[src/rtl/cam_pkg.sv]
package cam_pkg;
  typedef enum logic [1:0] {
    ST_IDLE = 2'd0,
    ST_ROW  = 2'd1,
    ST_COL  = 2'd2,
    ST_DATA = 2'd3
  } seq_state_t;
endpackage

[src/rtl/cam_row_decoder.sv]
module cam_row_decoder #(
  parameter int SEL_W = 2,
  localparam int ROWS = 1 << SEL_W
) (
  input  logic [SEL_W-1:0] sel_code,
  output logic [ROWS-1:0]  sel_onehot
);
  always_comb begin
    sel_onehot = '0;
    for (int i = 0; i < ROWS; i++) begin
      if (sel_code == SEL_W'(i)) sel_onehot[i] = 1'b1;
    end
  end
endmodule

[src/rtl/cam_sequencer.sv]
module cam_sequencer
  import cam_pkg::*;
#(
  parameter int ROW_SEL_W = 2,
  parameter int CHIP_AW   = 3,
  parameter int DATA_W    = 8,
  localparam int ROWS     = 1 << ROW_SEL_W,
  localparam int ADDR_W   = ROW_SEL_W + 2 * CHIP_AW
) (
  input  logic              clk,
  input  logic              rst,
  input  logic              req_valid,
  input  logic              req_write,
  input  logic [ADDR_W-1:0] req_addr,
  input  logic [DATA_W-1:0] req_wdata,
  input  logic [ROWS-1:0]   dec_onehot,
  output logic              req_ready,
  output logic [CHIP_AW-1:0] mux_addr,
  output logic              row_strobe,
  output logic              col_strobe,
  output logic              chip_we,
  output logic [ROWS-1:0]   chip_sel,
  output logic [DATA_W-1:0] wdata_q,
  output logic              rd_en
);
  seq_state_t state;
  logic [CHIP_AW-1:0] col_q;
  logic               write_q;

  assign req_ready = (state == ST_IDLE);

  always_ff @(posedge clk) begin
    if (rst) begin
      state      <= ST_IDLE;
      col_q      <= '0;
      write_q    <= 1'b0;
      wdata_q    <= '0;
      mux_addr   <= '0;
      row_strobe <= 1'b0;
      col_strobe <= 1'b0;
      chip_we    <= 1'b0;
      chip_sel   <= '0;
      rd_en      <= 1'b0;
    end else begin
      case (state)
        ST_IDLE: begin
          rd_en <= 1'b0;
          if (req_valid) begin
            col_q      <= req_addr[CHIP_AW-1:0];
            write_q    <= req_write;
            wdata_q    <= req_wdata;
            mux_addr   <= req_addr[2*CHIP_AW-1:CHIP_AW];
            row_strobe <= 1'b1;
            chip_sel   <= dec_onehot;
            state      <= ST_ROW;
          end
        end
        ST_ROW: begin
          row_strobe <= 1'b0;
          col_strobe <= 1'b1;
          chip_we    <= write_q;
          mux_addr   <= col_q;
          state      <= ST_COL;
        end
        ST_COL: begin
          col_strobe <= 1'b0;
          chip_we    <= 1'b0;
          chip_sel   <= '0;
          mux_addr   <= '0;
          rd_en      <= ~write_q;
          state      <= ST_DATA;
        end
        default: begin
          rd_en <= 1'b0;
          state <= ST_IDLE;
        end
      endcase
    end
  end
endmodule

[src/rtl/cam_bit_chip.sv]
module cam_bit_chip #(
  parameter int CHIP_AW = 3,
  localparam int DEPTH  = 1 << (2 * CHIP_AW)
) (
  input  logic               clk,
  input  logic               rst,
  input  logic               sel,
  input  logic               row_strobe,
  input  logic               col_strobe,
  input  logic               we,
  input  logic [CHIP_AW-1:0] addr,
  input  logic               din,
  output logic               dout,
  output logic               oe
);
  logic               cells [0:DEPTH-1];
  logic [CHIP_AW-1:0] row_q;

  always_ff @(posedge clk) begin
    if (sel && row_strobe) row_q <= addr;
  end

  always_ff @(posedge clk) begin
    if (sel && col_strobe) begin
      if (we) cells[{row_q, addr}] <= din;
      else    dout <= cells[{row_q, addr}];
    end
  end

  always_ff @(posedge clk) begin
    if (rst) oe <= 1'b0;
    else     oe <= sel && col_strobe && !we;
  end
endmodule

[src/rtl/cam_read_gather.sv]
module cam_read_gather #(
  parameter int ROWS   = 4,
  parameter int DATA_W = 8
) (
  input  logic                         clk,
  input  logic                         rst,
  input  logic                         rd_en,
  input  logic [ROWS-1:0][DATA_W-1:0]  chip_dout,
  input  logic [ROWS-1:0]              chip_oe,
  output logic                         rd_valid,
  output logic [DATA_W-1:0]            rd_data
);
  logic [DATA_W-1:0] bus_word;

  always_comb begin
    bus_word = '0;
    for (int r = 0; r < ROWS; r++) begin
      if (chip_oe[r]) bus_word = bus_word | chip_dout[r];
    end
  end

  always_ff @(posedge clk) begin
    if (rst) begin
      rd_valid <= 1'b0;
      rd_data  <= '0;
    end else begin
      rd_valid <= rd_en;
      if (rd_en) rd_data <= bus_word;
    end
  end
endmodule

[src/rtl/chip_mem_array.sv]
module chip_mem_array #(
  parameter int ROW_SEL_W = 2,
  parameter int CHIP_AW   = 3,
  parameter int DATA_W    = 8,
  localparam int ROWS     = 1 << ROW_SEL_W,
  localparam int ADDR_W   = ROW_SEL_W + 2 * CHIP_AW
) (
  input  logic               clk,
  input  logic               rst,
  input  logic               req_valid,
  output logic               req_ready,
  input  logic               req_write,
  input  logic [ADDR_W-1:0]  req_addr,
  input  logic [DATA_W-1:0]  req_wdata,
  output logic               rd_valid,
  output logic [DATA_W-1:0]  rd_data,
  output logic [CHIP_AW-1:0] mux_addr,
  output logic               row_strobe,
  output logic               col_strobe,
  output logic               chip_we,
  output logic [ROWS-1:0]    chip_sel
);
  logic [ROWS-1:0]             dec_onehot;
  logic [DATA_W-1:0]           wdata_q;
  logic                        rd_en;
  logic [ROWS-1:0][DATA_W-1:0] chip_dout;
  logic [ROWS-1:0][DATA_W-1:0] chip_oe_bits;
  logic [ROWS-1:0]             row_oe;

  cam_row_decoder #(.SEL_W(ROW_SEL_W)) u_dec (
    .sel_code  (req_addr[ADDR_W-1:2*CHIP_AW]),
    .sel_onehot(dec_onehot)
  );

  cam_sequencer #(.ROW_SEL_W(ROW_SEL_W), .CHIP_AW(CHIP_AW), .DATA_W(DATA_W)) u_seq (
    .clk       (clk),
    .rst       (rst),
    .req_valid (req_valid),
    .req_write (req_write),
    .req_addr  (req_addr),
    .req_wdata (req_wdata),
    .dec_onehot(dec_onehot),
    .req_ready (req_ready),
    .mux_addr  (mux_addr),
    .row_strobe(row_strobe),
    .col_strobe(col_strobe),
    .chip_we   (chip_we),
    .chip_sel  (chip_sel),
    .wdata_q   (wdata_q),
    .rd_en     (rd_en)
  );

  for (genvar r = 0; r < ROWS; r++) begin : g_row
    for (genvar b = 0; b < DATA_W; b++) begin : g_bit
      cam_bit_chip #(.CHIP_AW(CHIP_AW)) u_chip (
        .clk       (clk),
        .rst       (rst),
        .sel       (chip_sel[r]),
        .row_strobe(row_strobe),
        .col_strobe(col_strobe),
        .we        (chip_we),
        .addr      (mux_addr),
        .din       (wdata_q[b]),
        .dout      (chip_dout[r][b]),
        .oe        (chip_oe_bits[r][b])
      );
    end
    assign row_oe[r] = chip_oe_bits[r][0];
  end

  cam_read_gather #(.ROWS(ROWS), .DATA_W(DATA_W)) u_gather (
    .clk      (clk),
    .rst      (rst),
    .rd_en    (rd_en),
    .chip_dout(chip_dout),
    .chip_oe  (row_oe),
    .rd_valid (rd_valid),
    .rd_data  (rd_data)
  );
endmodule

[config.mk]
export PLATFORM = sky130hd
export DESIGN_NAME = chip_mem_array
export DESIGN_NICKNAME = d
export VERILOG_FILES = /design/src/rtl/cam_pkg.sv /design/src/rtl/cam_row_decoder.sv /design/src/rtl/cam_sequencer.sv /design/src/rtl/cam_bit_chip.sv /design/src/rtl/cam_read_gather.sv /design/src/rtl/chip_mem_array.sv
export SDC_FILE = /design/constraint.sdc
export NUM_CORES = 2
export LEC_CHECK = 0
export BUFFER_PORTS_ARGS = -buffer_cell sky130_fd_sc_hd__buf_4
export CAP_MARGIN = 20
export CORE_ASPECT_RATIO = 1.2
export CORE_MARGIN = 8
export CORE_UTILIZATION = 45
export CTS_BUF_LIST = sky130_fd_sc_hd__clkbuf_16
export CTS_CLUSTER_DIAMETER = 50
export DETAILED_ROUTE_END_ITERATION = 10
export PLACE_DENSITY_LB_ADDON = 0.2
export SLEW_MARGIN = 0
export SYNTH_ARGS = -nofsm -noshare
export SYNTH_HDL_FRONTEND = slang
export SYNTH_SLANG_ARGS = --single-unit
export TNS_END_PERCENT = 10
[constraint.sdc]
create_clock -name clk -period 6.2 [get_ports clk]
set_input_delay 0.62 -clock clk [delete_from_list [all_inputs] [get_ports clk]]
set_output_delay 0.62 -clock clk [all_outputs]
set_load 0.01 [all_outputs]
Word level (Yosys, flattened, before mapping) --
Memories as Yosys holds them, arrays and structs flattened. A register that Yosys moved wholly into a read port is not among the register bits. Index checks and enable logic that the tools add are counted.
Operators by class: equal/unequal tests 6, multiplexer cells 28, bitwise logic cells 5, reduce and logical (&&, ||, !) cells 27
Operators by type and width (count):
- 8-bit two-way mux | 4
- 8-bit bitwise OR | 3
- 2-bit AND reduction | 8
- 1-bit two-way mux | 14
- 1-bit logical AND | 12
- 3-bit one-hot mux with 3 select lines | 1
- 1-bit one-hot mux with 2 select lines | 4
- 4-bit one-hot mux with 2 select lines | 1
- 2-bit == test (second input constant) | 3
- 2-bit one-hot mux with 3 select lines | 1
- 2-bit nonzero test | 3
- 2-bit by 1-bit == test with 1-bit output (second input constant) | 2
- 2-bit zero test | 2
- 4-bit two-way mux | 1
- 3-bit two-way mux | 1
- 3-bit nonzero test | 1
- 2-bit two-way mux | 1
- 2-bit inequality test (second input constant) | 1
- 1-bit NOT | 2
- 1-bit zero test | 1
Storage, ports and cells: register bits 50, memory bits (writable) 2048, bits of input ports 20, output and inout port bits 20, logic and storage cells 118, memories 32
Memories:
- g_row[0].g_bit[0].u_chip.cells | words 64, bits a word 1, read ports 1, clocked after Yosys merged registers in 1, wr ports 1, RTL line cam_bit_chip.sv:16 | logic cells [0:DEPTH-1];
- g_row[0].g_bit[1].u_chip.cells | words 64, bits a word 1, read ports 1, clocked after Yosys merged registers in 1, wr ports 1, RTL line cam_bit_chip.sv:16
- g_row[0].g_bit[2].u_chip.cells | words 64, bits a word 1, read ports 1, clocked after Yosys merged registers in 1, wr ports 1, RTL line cam_bit_chip.sv:16
- g_row[0].g_bit[3].u_chip.cells | words 64, bits a word 1, read ports 1, clocked after Yosys merged registers in 1, wr ports 1, RTL line cam_bit_chip.sv:16
- g_row[0].g_bit[4].u_chip.cells | words 64, bits a word 1, read ports 1, clocked after Yosys merged registers in 1, wr ports 1, RTL line cam_bit_chip.sv:16
- g_row[0].g_bit[5].u_chip.cells | words 64, bits a word 1, read ports 1, clocked after Yosys merged registers in 1, wr ports 1, RTL line cam_bit_chip.sv:16
- +26 memories

Logic depth before layout (Yosys ltp) --
depth after elaboration 7, depth in mapped cells 11

Hierarchy --
From an unflattened synthesis, not the netlist that was laid out.
Second synthesis, totals: cell total of the unflattened synthesis 7855, area, all modules 99935.8 µm²
Modules (own cells, without submodules):
- cam_bit_chip | times used 32, cells each 240, area each 3074.2 µm²
- cam_sequencer | times used 1, cells each 122, area each 1071.0 µm²
- cam_read_gather | times used 1, cells each 49, area each 464.2 µm²
- cam_row_decoder | times used 1, cells each 4, area each 26.3 µm²

Worst setup path after synthesis --
No wires, ideal clock.
path type register to register, from register u_seq.wdata_q[0], to memory g_row[0].g_bit[0].u_chip.cells[0], data pin, arrival time 3397 ps, path slack 1947 ps, stages on the path, launching flop included 1, buffers on the path 0, period minus slack after synthesis 4253 ps, cells stage by stage dfxtp_1
RTL lines:
- start, declared | RTL line cam_sequencer.sv:23 | output logic [DATA_W-1:0] wdata_q,
- start signal, assigned | RTL line cam_sequencer.sv:51 | wdata_q <= req_wdata;
- end, declared | RTL line cam_bit_chip.sv:16
No word-level cell before the write port.

Worst setup path in the final report --
from register u_seq.mux_addr[2], to memory g_row[3].g_bit[4].u_chip.cells[54] (enable)
RTL lines:
- start, declared | RTL line cam_sequencer.sv:18 | output logic [CHIP_AW-1:0] mux_addr,
- start signal, assigned | RTL line cam_sequencer.sv:52 | mux_addr <= req_addr[2*CHIP_AW-1:CHIP_AW];
- start signal, assigned | RTL line cam_sequencer.sv:62 | mux_addr <= col_q;
- end, declared | RTL line cam_bit_chip.sv:16
No word-level cell before the write port.

==> flow_metrics.tcl <==
set metrics [dict create \
    status "finished, final reports clean" \
    netlist.top_cell.by_area "edfxtp_1" \
    die_area_mm2 0.196 \
    cts-resized-gates 0 \
    cts_tree "done" \
    slew_violations 0 \
    finalSetupTns_ps 0 \
    cts_num_sinks 2130 \
    clockBufferDepth 3 \
    layout.nets 4906 \
    dieWidth_um 405 \
    synthTopCellsByArea "edfxtp_1, a221oi_1, a22oi_1, nor2_1, mux2_2" \
    io_pins 40 \
    die_y_um 483 \
    ys_warn_count 0 \
    worst-path-max-fanout 59 \
    ant_nets 0 \
    first_iter_violations 5933 \
    final_layout_size_suffix_gt1_frac 0.109 \
    start_util 0.452 \
    yosys_register_bits 2130 \
    max_freq_mhz 246 \
    pre_cts_ws_ps 2270 \
    crit_arrival_ps 4520 \
    post_cts_buffers 0 \
    antenna_found_initial 5 \
    via_per_inst 6.41 \
    reg2regPathDepth 4 \
    synth_edf_count 2092 \
    ir_worst_vdd_uv 301 \
    synth.distinct_cells 61 \
    wirelength_um 240000 \
    drc_errors 0 \
    area_growth_pct 11.3 \
    power_density_mw_per_mm2 372 \
    ys_async_sr_fraction 0 \
    synth_area_mm2 0.0817 \
    hp-class "in2reg" \
    syn_inst 4931 \
    synth.most_common_cell "edfxtp_1" \
    cts.clk_slew.worst_paths_ps 60 \
    cts_root_buffer "clkbuf_16" \
    core_area_mm2 0.181 \
    dpl_cell_area_mm2 0.0844 \
    timing.final.ws_setup_ps 2140 \
    vias 47900 \
    final_area_mm2 0.0910 \
    placementRows 171 \
    grt_overflow 0 \
    port_buffers 39 \
    syn-num-nets 4956 \
    worstSetupEndpointType "register" \
    ys_seq_area_frac 0.778 \
    regArea_mm2 0.0636 \
    netlist_top_cells_count "edfxtp_1, nor2_1, a221oi_1, a22oi_1, clkbuf_1" \
    gp_congestion 0.874 \
    ctsHoldBuffers 11 \
    worstSetupPathType "reg2reg" \
    rsz0062_at_grt "false" \
    place_hpwl_um 139000 \
    min_path_cells 3 \
    numCtsBuffers 203 \
    max_slew.worst_pin.slew_ps 1070 \
    synth_top_area_frac 0.769 \
    cts_max_level 4 \
    skew_ps 25.3 \
    clk_latency_ps 850 \
    wl_per_cell_um 32.1 \
    start_kind "register" \
    maxCapViolations 0 \
    drt_pass1_iterations 7 \
    grt_pass1_vias 47200 \
    n_fill_cell 14800 \
    p_total_mw 33.9 \
    finalHoldViolCount 0 \
    p_leak_nw 28.1 \
    ys.flop_type "edfxtp_1" \
    min_period_ps 4060 \
    slew_headroom 0.287 \
    grt_max_degree 151 \
    synth_area_per_cell_um2 16.6 \
    grt_pass1_wl_um 346000 \
    fin_crit_sh 0.655 \
    cp_data_required_time_ps 6660 \
    track_usage 0.240 \
    multi_input_area_mm2 0.0164 \
    finalSetupViolCount 0 \
]
## critical path, stage by stage, from the launching register on
cell	delay [ps]
dfxtp_4	800
inv_6	400
nor3_4	880
nand2_1	800
nor2_1	780
## cell families (layout without fill, tap and decap cells)
kind of cell / after synthesis / count (layout) / share of synthesized area
flops: 2130 / 2130 / 0.778
compound gates: 1382 / 1382 / 0.126
simple gates: 821 / 821 / 0.0447
buf+inv: 400 / 517 / 0.0217
mux: 193 / 193 / 0.0289
fa+ha+maj: 5 / 5 / 0.000766
other cells: 0 / 4 / 0
## power breakdown
group	internal, mW	total (mW)	switching [mW]	leakage (nW)
combinational	1.56	5.31	3.75	5.24
clock	6.82	12.2	5.35	3.35
sequential	16.1	16.4	0.250	19.5
total	24.5	33.9	9.35	28.1
## layout by cell type (no fill, tap or decap), types with 26 or more instances in the layout
master	netlist	routed
edfxtp_1	2092	2092
nor2_1	462	460
a221oi_1	430	430
a22oi_1	344	344
clkbuf_16	0	212
o21ai_0	163	163
nand2_1	129	129
a21oi_1	125	125
o22ai_1	107	107
buf_4	12	104
mux2i_1	86	86
mux2_2	81	81
nor3_1	61	58
inv_1	5	51
clkinv_1	0	50
a22o_1	48	48
o221ai_1	36	36
clkinv_2	0	29
dfxtp_1	38	27
mux4_2	26	26
## per-layer routing
layer | global-route usage | up-vias | share of wire
met1 | 0.328 | 24800 | 0.40
li1 | - | 20200 | -
met5 | 0 | - | 0.000054
met2 | 0.389 | 2426 | 0.48
met3 | 0.0400 | 440 | 0.081
met4 | 0.0883 | 2 | 0.040
## through the flow
step	cells	hold WS, ps	utilization
finish	7474	69.1	0.503
global route	7471	27.6	0.503
CTS	7470	6.43	0.503
detailed placement	7087	460	0.467
global placement	7087	449	0.467
floorplan	4931	437	-
## final cells by class
cell class,count,area share
inverter,7,0.000399
timing repair buffer,138,0.0149
clock inverter,160,0.0129
antenna,4,0.000110
multi-input combinational,2401,0.181
tap,2422,0.0333
sequential,2130,0.699
clock buffer,212,0.0583
## state kept, by name, summed over array words and instances (netlist names)
signal	count
g_row.g_bit.u_chip.cells	2048
g_row.g_bit.u_chip.dout	32
g_row.g_bit.u_chip.row_q	12
u_gather.rd_data	8
u_seq.wdata_q	8
g_row.g_bit.u_chip.oe	4
u_seq.chip_sel	4
u_seq.col_q	3
u_seq.mux_addr	3
u_seq.state	2
u_gather.rd_valid	1
u_seq.chip_we	1
u_seq.col_strobe	1
u_seq.rd_en	1
u_seq.row_strobe	1
u_seq.write_q	1
## path summary, 6_finish.rpt
kind,start,end,slack [ps]
setup / recovery,u_seq.mux_addr[2],g_row[3].g_bit[4].u_chip.cells[54],2140
hold / removal,req_addr[0],u_seq.col_q[0],70
setup reg to reg,u_seq.mux_addr[2],g_row[3].g_bit[4].u_chip.cells[54],2140
hold reg to reg,u_seq.col_q[2],u_seq.col_q[2],480
Power figures use the tool's default switching activity.
